--- src/rtl/bgf_pkg.sv ---
package bgf_pkg;
    localparam int BASE_W  = 19;
    localparam int ENTRY_W = 16;
    localparam int COMP_W  = 5;
    localparam int CHAN_W  = 8;
    localparam int RGB_W   = 3 * CHAN_W;

    typedef enum logic [1:0] {
        SCAN_PROG   = 2'd0,
        SCAN_SINGLE = 2'd1,
        SCAN_DOUBLE = 2'd2,
        SCAN_RSVD   = 2'd3
    } scan_e;

    typedef struct packed {
        logic              per_line;
        logic [BASE_W-1:0] base;
    } bg_cfg_t;
endpackage

--- src/rtl/bgf_cfg_regs.sv ---
module bgf_cfg_regs
    import bgf_pkg::*;
(
    input  logic                clk,
    input  logic                rst_n,
    input  logic                wr_en,
    input  logic                wr_upper,
    input  logic [ENTRY_W-1:0]  wr_data,
    output bg_cfg_t             cfg
);
    localparam int LO_W = 16;
    localparam int HI_W = BASE_W - LO_W;

    bg_cfg_t cfg_d, cfg_q;

    always_comb begin
        cfg_d = cfg_q;
        if (wr_en) begin
            if (wr_upper) begin
                cfg_d.per_line          = wr_data[ENTRY_W-1];
                cfg_d.base[BASE_W-1:LO_W] = wr_data[HI_W-1:0];
            end else begin
                cfg_d.base[LO_W-1:0]    = wr_data[LO_W-1:0];
            end
        end
    end

    always_ff @(posedge clk) begin
        if (!rst_n) cfg_q <= '0;
        else        cfg_q <= cfg_d;
    end

    assign cfg = cfg_q;
endmodule

--- src/rtl/bgf_addr_gen.sv ---
module bgf_addr_gen
    import bgf_pkg::*;
#(
    parameter int LINE_W     = 10,
    parameter int ADDR_W     = 20,
    parameter bit VRAM_4MBIT = 1'b0
) (
    input  bg_cfg_t             cfg,
    input  logic [1:0]          scan_mode,
    input  logic [LINE_W-1:0]   line_num,
    input  logic                field_odd,
    output logic [ADDR_W-1:0]   byte_addr
);
    localparam int IDX_W  = LINE_W + 1;
    localparam int WORD_W = ADDR_W - 1;

    logic [IDX_W-1:0]  idx;
    logic [WORD_W-1:0] word_addr;
    logic [ADDR_W-1:0] raw_addr;

    always_comb begin
        case (scan_mode)
            SCAN_SINGLE: idx = IDX_W'(line_num >> 1);
            SCAN_DOUBLE: idx = {line_num, field_odd};
            default:     idx = {1'b0, line_num};
        endcase
        if (!cfg.per_line) idx = '0;
        word_addr = WORD_W'(cfg.base) + WORD_W'(idx);
        raw_addr  = {word_addr, 1'b0};
    end

    generate
        if (VRAM_4MBIT) begin : g_small
            assign byte_addr = {1'b0, raw_addr[ADDR_W-2:0]};
        end else begin : g_full
            assign byte_addr = raw_addr;
        end
    endgenerate
endmodule

--- src/rtl/bgf_unpack.sv ---
module bgf_unpack
    import bgf_pkg::*;
(
    input  logic [ENTRY_W-1:0] entry,
    output logic [RGB_W-1:0]   rgb
);
    localparam int PAD_W = CHAN_W - COMP_W;

    generate
        for (genvar c = 0; c < 3; c++) begin : g_chan
            assign rgb[(2-c)*CHAN_W +: CHAN_W] = {entry[c*COMP_W +: COMP_W], {PAD_W{1'b0}}};
        end
    endgenerate
endmodule

--- src/rtl/bgline_fetch.sv ---
module bgline_fetch
    import bgf_pkg::*;
#(
    parameter int LINE_W     = 10,
    parameter int ADDR_W     = 20,
    parameter bit VRAM_4MBIT = 1'b0
) (
    input  logic                clk,
    input  logic                rst_n,
    input  logic                cfg_wr_en,
    input  logic                cfg_wr_upper,
    input  logic [15:0]         cfg_wr_data,
    input  logic                line_start,
    input  logic [LINE_W-1:0]   line_num,
    input  logic [1:0]          scan_mode,
    input  logic                field_odd,
    output logic                mem_req,
    output logic [ADDR_W-1:0]   mem_addr,
    input  logic                mem_rvalid,
    input  logic [15:0]         mem_rdata,
    output logic [23:0]         bg_rgb
);
    typedef struct packed {
        logic              busy;
        logic              req;
        logic [ADDR_W-1:0] addr;
        logic [RGB_W-1:0]  rgb;
    } fetch_st_t;

    bg_cfg_t           cfg;
    logic [ADDR_W-1:0] addr_next;
    logic [RGB_W-1:0]  rgb_next;
    fetch_st_t         st_d, st_q;

    bgf_cfg_regs u_regs (
        .clk      (clk),
        .rst_n    (rst_n),
        .wr_en    (cfg_wr_en),
        .wr_upper (cfg_wr_upper),
        .wr_data  (cfg_wr_data),
        .cfg      (cfg)
    );

    bgf_addr_gen #(
        .LINE_W     (LINE_W),
        .ADDR_W     (ADDR_W),
        .VRAM_4MBIT (VRAM_4MBIT)
    ) u_addr (
        .cfg       (cfg),
        .scan_mode (scan_mode),
        .line_num  (line_num),
        .field_odd (field_odd),
        .byte_addr (addr_next)
    );

    bgf_unpack u_unpack (
        .entry (mem_rdata),
        .rgb   (rgb_next)
    );

    always_comb begin
        st_d     = st_q;
        st_d.req = 1'b0;
        if (!st_q.busy && line_start) begin
            st_d.busy = 1'b1;
            st_d.req  = 1'b1;
            st_d.addr = addr_next;
        end
        if (st_q.busy && mem_rvalid) begin
            st_d.busy = 1'b0;
            st_d.rgb  = rgb_next;
        end
    end

    always_ff @(posedge clk) begin
        if (!rst_n) st_q <= '0;
        else        st_q <= st_d;
    end

    assign mem_req  = st_q.req;
    assign mem_addr = st_q.addr;
    assign bg_rgb   = st_q.rgb;
endmodule

--- config.mk ---
export PLATFORM = sky130hd
export DESIGN_NAME = bgline_fetch
export DESIGN_NICKNAME = d
export VERILOG_FILES = /design/src/rtl/bgf_pkg.sv /design/src/rtl/bgf_cfg_regs.sv /design/src/rtl/bgf_addr_gen.sv /design/src/rtl/bgf_unpack.sv /design/src/rtl/bgline_fetch.sv
export SDC_FILE = /design/constraint.sdc
export NUM_CORES = 1
export LEC_CHECK = 0
export BUFFER_PORTS_ARGS = -buffer_cell sky130_fd_sc_hd__buf_2
export CORE_ASPECT_RATIO = 2
export CORE_MARGIN = 10
export CORE_UTILIZATION = 40
export DETAILED_ROUTE_END_ITERATION = 8
export PLACE_DENSITY_LB_ADDON = 0.12
export SLEW_MARGIN = 10
export SYNTH_ARGS = -nofsm -noshare
export SYNTH_HDL_FRONTEND = slang
export SYNTH_SLANG_ARGS = --single-unit
--- constraint.sdc ---
create_clock -name clk -period 7.29 [get_ports clk]
set_input_delay 0.729 -clock clk [delete_from_list [all_inputs] [get_ports clk]]
set_output_delay 0.729 -clock clk [all_outputs]
set_load 0.005 [all_outputs]
======== Word-level counts from Yosys, hierarchy flattened ========
Cells that the tools add are included.
W data, S select, Z words.
storage, ports and cells
  register bits after elaboration ......... 56
  latch bits .............................. 0
  memory bits (writable) .................. 0
  memory bits (read-only) ................. 0
  input bits .............................. 51
  output and inout bits ................... 45
  memories ................................ 0
cells by class
  add/sub/neg operators ................... 1
  $mul .................................... 0
  divide/modulo/power cells ............... 0
  magnitude comparators ................... 0
  equal/unequal tests ..................... 2
  shift-type cells ........................ 0
  mux-type cells .......................... 3
  bitwise operators ....................... 2
  reductions and logical operators ........ 6
operators by type and width
  cell                  number
  $pmux W11 S2          1
  $mux W21              1
  $add A19 B11 Y19      1
  $mux W11              1
  $reduce_and A2 Y1     2
  $eq A2 B1 Y1 const B  1
  $eq A2 B2 Y1 const B  1
  $logic_and A1 B1 Y1   2
  $not A1 Y1            2
  $reduce_or A2 Y1      1
  $logic_not A1 Y1      1

======== Logic depth before layout (Yosys ltp) ========
  depth in word-level cells ............... 5
  depth in mapped cells ................... 15
  mapped depth without buffers ............ 14

======== Cells and area by module ========
Synthesis repeated with hierarchy kept, for this count alone.
second synthesis, totals
  cell total of the unflattened synthesis .. 524
  area, all modules ....................... 4265.3 µm²
modules (own cells, without submodules)
  module        instances  cells each  area an instance (µm²)  sequential area each (µm²)
  bgline_fetch  1          248         2159.6                  920.9
  bgf_addr_gen  1          166         1106.1                  0.0
  bgf_cfg_regs  1          85          815.8                   400.4
  bgf_unpack    1          25          183.9                   0.0

======== Least setup slack after synthesis ========
Ideal clock, no wire load.
  kind .................................... in2reg
  start point ............................. input port scan_mode[0]
  end point ............................... register st_q, in the netlist mem_addr[13]
  setup time .............................. 122 ps
  data arrival time ....................... 3354 ps
  data required time ...................... 7168 ps
  path slack .............................. 3814 ps
  stages on the path ...................... 15
  buffers on the path ..................... 1
  cells stage by stage .................... inv_1 > ha_1 > clkbuf_1 > nand2_1 > o21ai_0 > and2_1 > ha_1 > inv_1 > fa_1 > and2b_1 > a221o_1 > a221o_2 > a21oi_4 > nor4_2 > a311o_1
between the ends
  cells in the longest elaborated chain, start to end .. 4
  elaborated cells on any way between the ends .. 5
RTL lines
  item                                          RTL line            text
  start, declared                               bgline_fetch.sv:15  input logic [1:0] scan_mode,
  $eq A2 B2 Y1 or $eq A2 B1 Y1 (tied branches)  bgf_addr_gen.sv:22  case (scan_mode)
  $pmux W11 S2 (*)                              bgf_addr_gen.sv:22
  $mux W11 (*)                                  bgf_addr_gen.sv:27  if (!cfg.per_line) idx = '0;
  $add A19 B11 Y19 (*)                          bgf_addr_gen.sv:28  word_addr = WORD_W'(cfg.base) + WORD_W'(idx);
  end signal, assigned                          bgline_fetch.sv:77  else st_q <= st_d;
  end, declared                                 bgline_fetch.sv:33  fetch_st_t st_d, st_q;
Mark *: on every way between the ends. The rest lies on a longest branch, timed or not.
A chain may end at the register's enable or synchronous reset.

======== Final worst setup path ========
Ends and elaborated chain as after synthesis.

==> qor.txt <==
Status -> completed
Layout fillers -> 883
Leakage -> 1.619 nW
Sw Ratio -> 24.78%
Area Growth Syn to Fin -> 8.988%
P_int -> 0.0005214 W
Synth top area share -> 33.70%
Most frequent cell after synthesis -> nand2_1
Synth cell count leaders -> nand2_1, dfxtp_1, a21oi_1
Reg power frac -> 47.6%
Die X -> 84.49 um
Pre-Repair DR Iteration Count -> 4
Worst slew margin -> 33.09%
Tmin final -> 3.598 ns
CTS Buf Count -> 5
Worst-skew pair later-pin latency -> 0.29 ns
Worst vdd ir -> 0.0001327 V
CP arrival -> 3.78 ns
Row count -> 47
TritonCTS clock tree -> done
Resize count post-CTS -> 0
N_diodes -> 0
Setup bufs post-CTS -> 0
Final Cycle Share -> 49.36%
DR DRC count -> 0
Main flop type after synthesis -> dfxtp_1
Post-synthesis average cell area -> 7.613 um2
Slew at the pin closest to its max-slew limit -> 1.002 ns
CTS Hold Bufs -> 0
Routed Antenna Nets -> 0
Sequential area share after synthesis -> 33.70%
Initial core utilization -> 40.70%
Die Area -> 12,590 um2
Setup TNS -> 0 ns
Core Area -> 8174 um2
Cell count after synthesis -> 437
RSZ-0062 raised after global routing -> false
Root Buffer -> clkbuf_16
Reg clk slew, reported paths -> 0.07 ns
Max-Cap Viols -> 0
Clk sinks -> 56
Mapped Area -> 3327 um2
Crit. End Element -> register
Post-DP HPWL -> 6722 um
Port Buffers -> 84
Vias per cell -> 5.116
Vias post-DR -> 2,906
# nets final -> 534
Final hold violation count -> 0
CP required -> 7.47 ns
GRT Total Usage -> 12.72%
Hold Path Class -> register to register
DRT Wirelength -> 8263 um
Synth cell types -> 54
CTS H-Tree Depth -> 2
I/O pin count -> 96
Congestion Overflow GR -> 0
Clock Power Share -> 39.2%
Max Fclk -> 277.9 MHz
Height of the die -> 149.0 um
Yosys warnings -> 0
Initial antenna violation count -> 0
Dominant cell type by area after synthesis -> dfxtp_1
Placer Congestion -> 0.7968
First-pass GRT wire length -> 13,480 um
Crit Path Class -> input pin to register
Finish-stage setup viols -> 0
Sw Pwr -> 0.0001718 W
Initial DRC count -> 146
Vias in the first global route -> 2,823
Largest net degree at the start of global routing -> 29
Number of synthesized register bits -> 56
Crit start category -> input pin
Async SR Flop Fraction -> 0%
Skew final -> 0.007984 ns
Top cells by area, synth -> dfxtp_1, nand2_1, buf_4
Post-synth EDFFs -> 0
Clock buffer depth -> 2
Comb pwr share -> 13.2%
Share of layout cells above drive strength 1 -> 21.91%
Routed WL per cell -> 14.55 um
Top fanout value on the critical path -> 20
Final Slew Violations -> 0
DP Worst Slack -> 3.354 ns
Power density cells -> 191.2 nW/um2
Final worst slack -> 3.692 ns
power groups by stage:
stage               combinational [W]  clock, W  sequential, W
global placement            0.0000913         0       0.000337
floorplan                   0.0000744         0       0.000333
CTS                         0.0000929  0.000280       0.000330
global route                 0.000106  0.000290       0.000332
finish                      0.0000915  0.000272       0.000330
detailed placement          0.0000927         0       0.000337
stage by stage:
stage / total power (W) / hold slack (ns) / std cells / utilization, % / instance area [um2]
after floorplan: 0.0004076 / 0.4322 / 446 / - / 3361
after global placement: 0.0004282 / 0.4394 / 560 / 42.31 / 3458
after detailed placement: 0.0004301 / 0.4428 / 560 / 42.31 / 3458
after CTS: 0.0007032 / 0.4510 / 568 / 44.36 / 3626
after global routing: 0.0007277 / 0.4792 / 568 / 44.36 / 3626
final: 0.0006933 / 0.4512 / 568 / 44.36 / 3626
flip-flops by register name, summed over array words and instances (netlist names):
| register | count |
|---|---|
| mem_addr | 19 |
| mem_req | 1 |
| bg_rgb | 15 |
| u_regs.cfg | 20 |
| st_q | 1 |
worst max-delay path: stages:
cell and delay [ns]:
buf_2 0.09, inv_1 0.04, ha_1 0.57, o21ai_0 0.16, and2_1 0.18, ha_1 0.20
inv_1 0.08, fa_1 0.17, and2b_1 0.22, a221o_1 0.32, a221o_2 0.40, a21oi_4 0.25
nor4_2 0.06, a311o_1 0.32
cells in the final DEF (no fill, tap or decap), drive strengths merged, types with 5 or more instances in the layout:
cell type,n
a22oi,8
inv,14
nand4,6
nand3,12
or3,6
clkbuf,6
and3,5
dfxtp,56
a21oi,50
buf,86
ha,13
and2,12
xnor2,5
o21ai,20
nor2,8
nand2,101
conb,10
layout make-up:
| cell class | instances | area [um2] | share of cell area, % |
|---|---|---|---|
| clock buffer | 6 | 128.9 | 3.554 |
| clock inverter | 2 | 38.79 | 1.070 |
| inverter | 13 | 48.80 | 1.346 |
| multi-input combinational | 307 | 1730 | 47.72 |
| sequential | 56 | 1121 | 30.92 |
| tap | 98 | 122.6 | 3.382 |
| timing repair buffer | 86 | 435.4 | 12.01 |
path summary, 6_finish.rpt:
check,end,from,slack [ns],cells after the start
max,mem_addr[13],scan_mode[0],3.69,14
min,mem_addr[3],mem_addr[3],0.45,2
max reg2reg,mem_addr[19],u_regs.cfg[19],4.52,10
min reg2reg,mem_addr[3],mem_addr[3],0.45,2
cell families (layout without fill, tap and decap cells):
kind of cell	Yosys count	in the layout	share of synthesized area, %
buffers and inverters	83	107	15.31
muxes	1	1	0.3009
AOI/OAI and AO/OA	108	108	19.97
DFF	56	56	33.70
adders and majority gates	14	14	5.491
other	1	10	0.1127
and+or+nand+nor	167	167	23.28
xor gates and xnor gates	7	7	1.843
metal layers:
layer | GRT usage, % | vias up | routed length (um)
li1 | - | 1507 | -
met1 | 12.77 | 1300 | 3149
met2 | 23.60 | 86 | 4321
met3 | 2.954 | 13 | 519
met4 | 6.209 | 0 | 274
met5 | 0 | - | 0
Power figures use the tool's default switching activity.
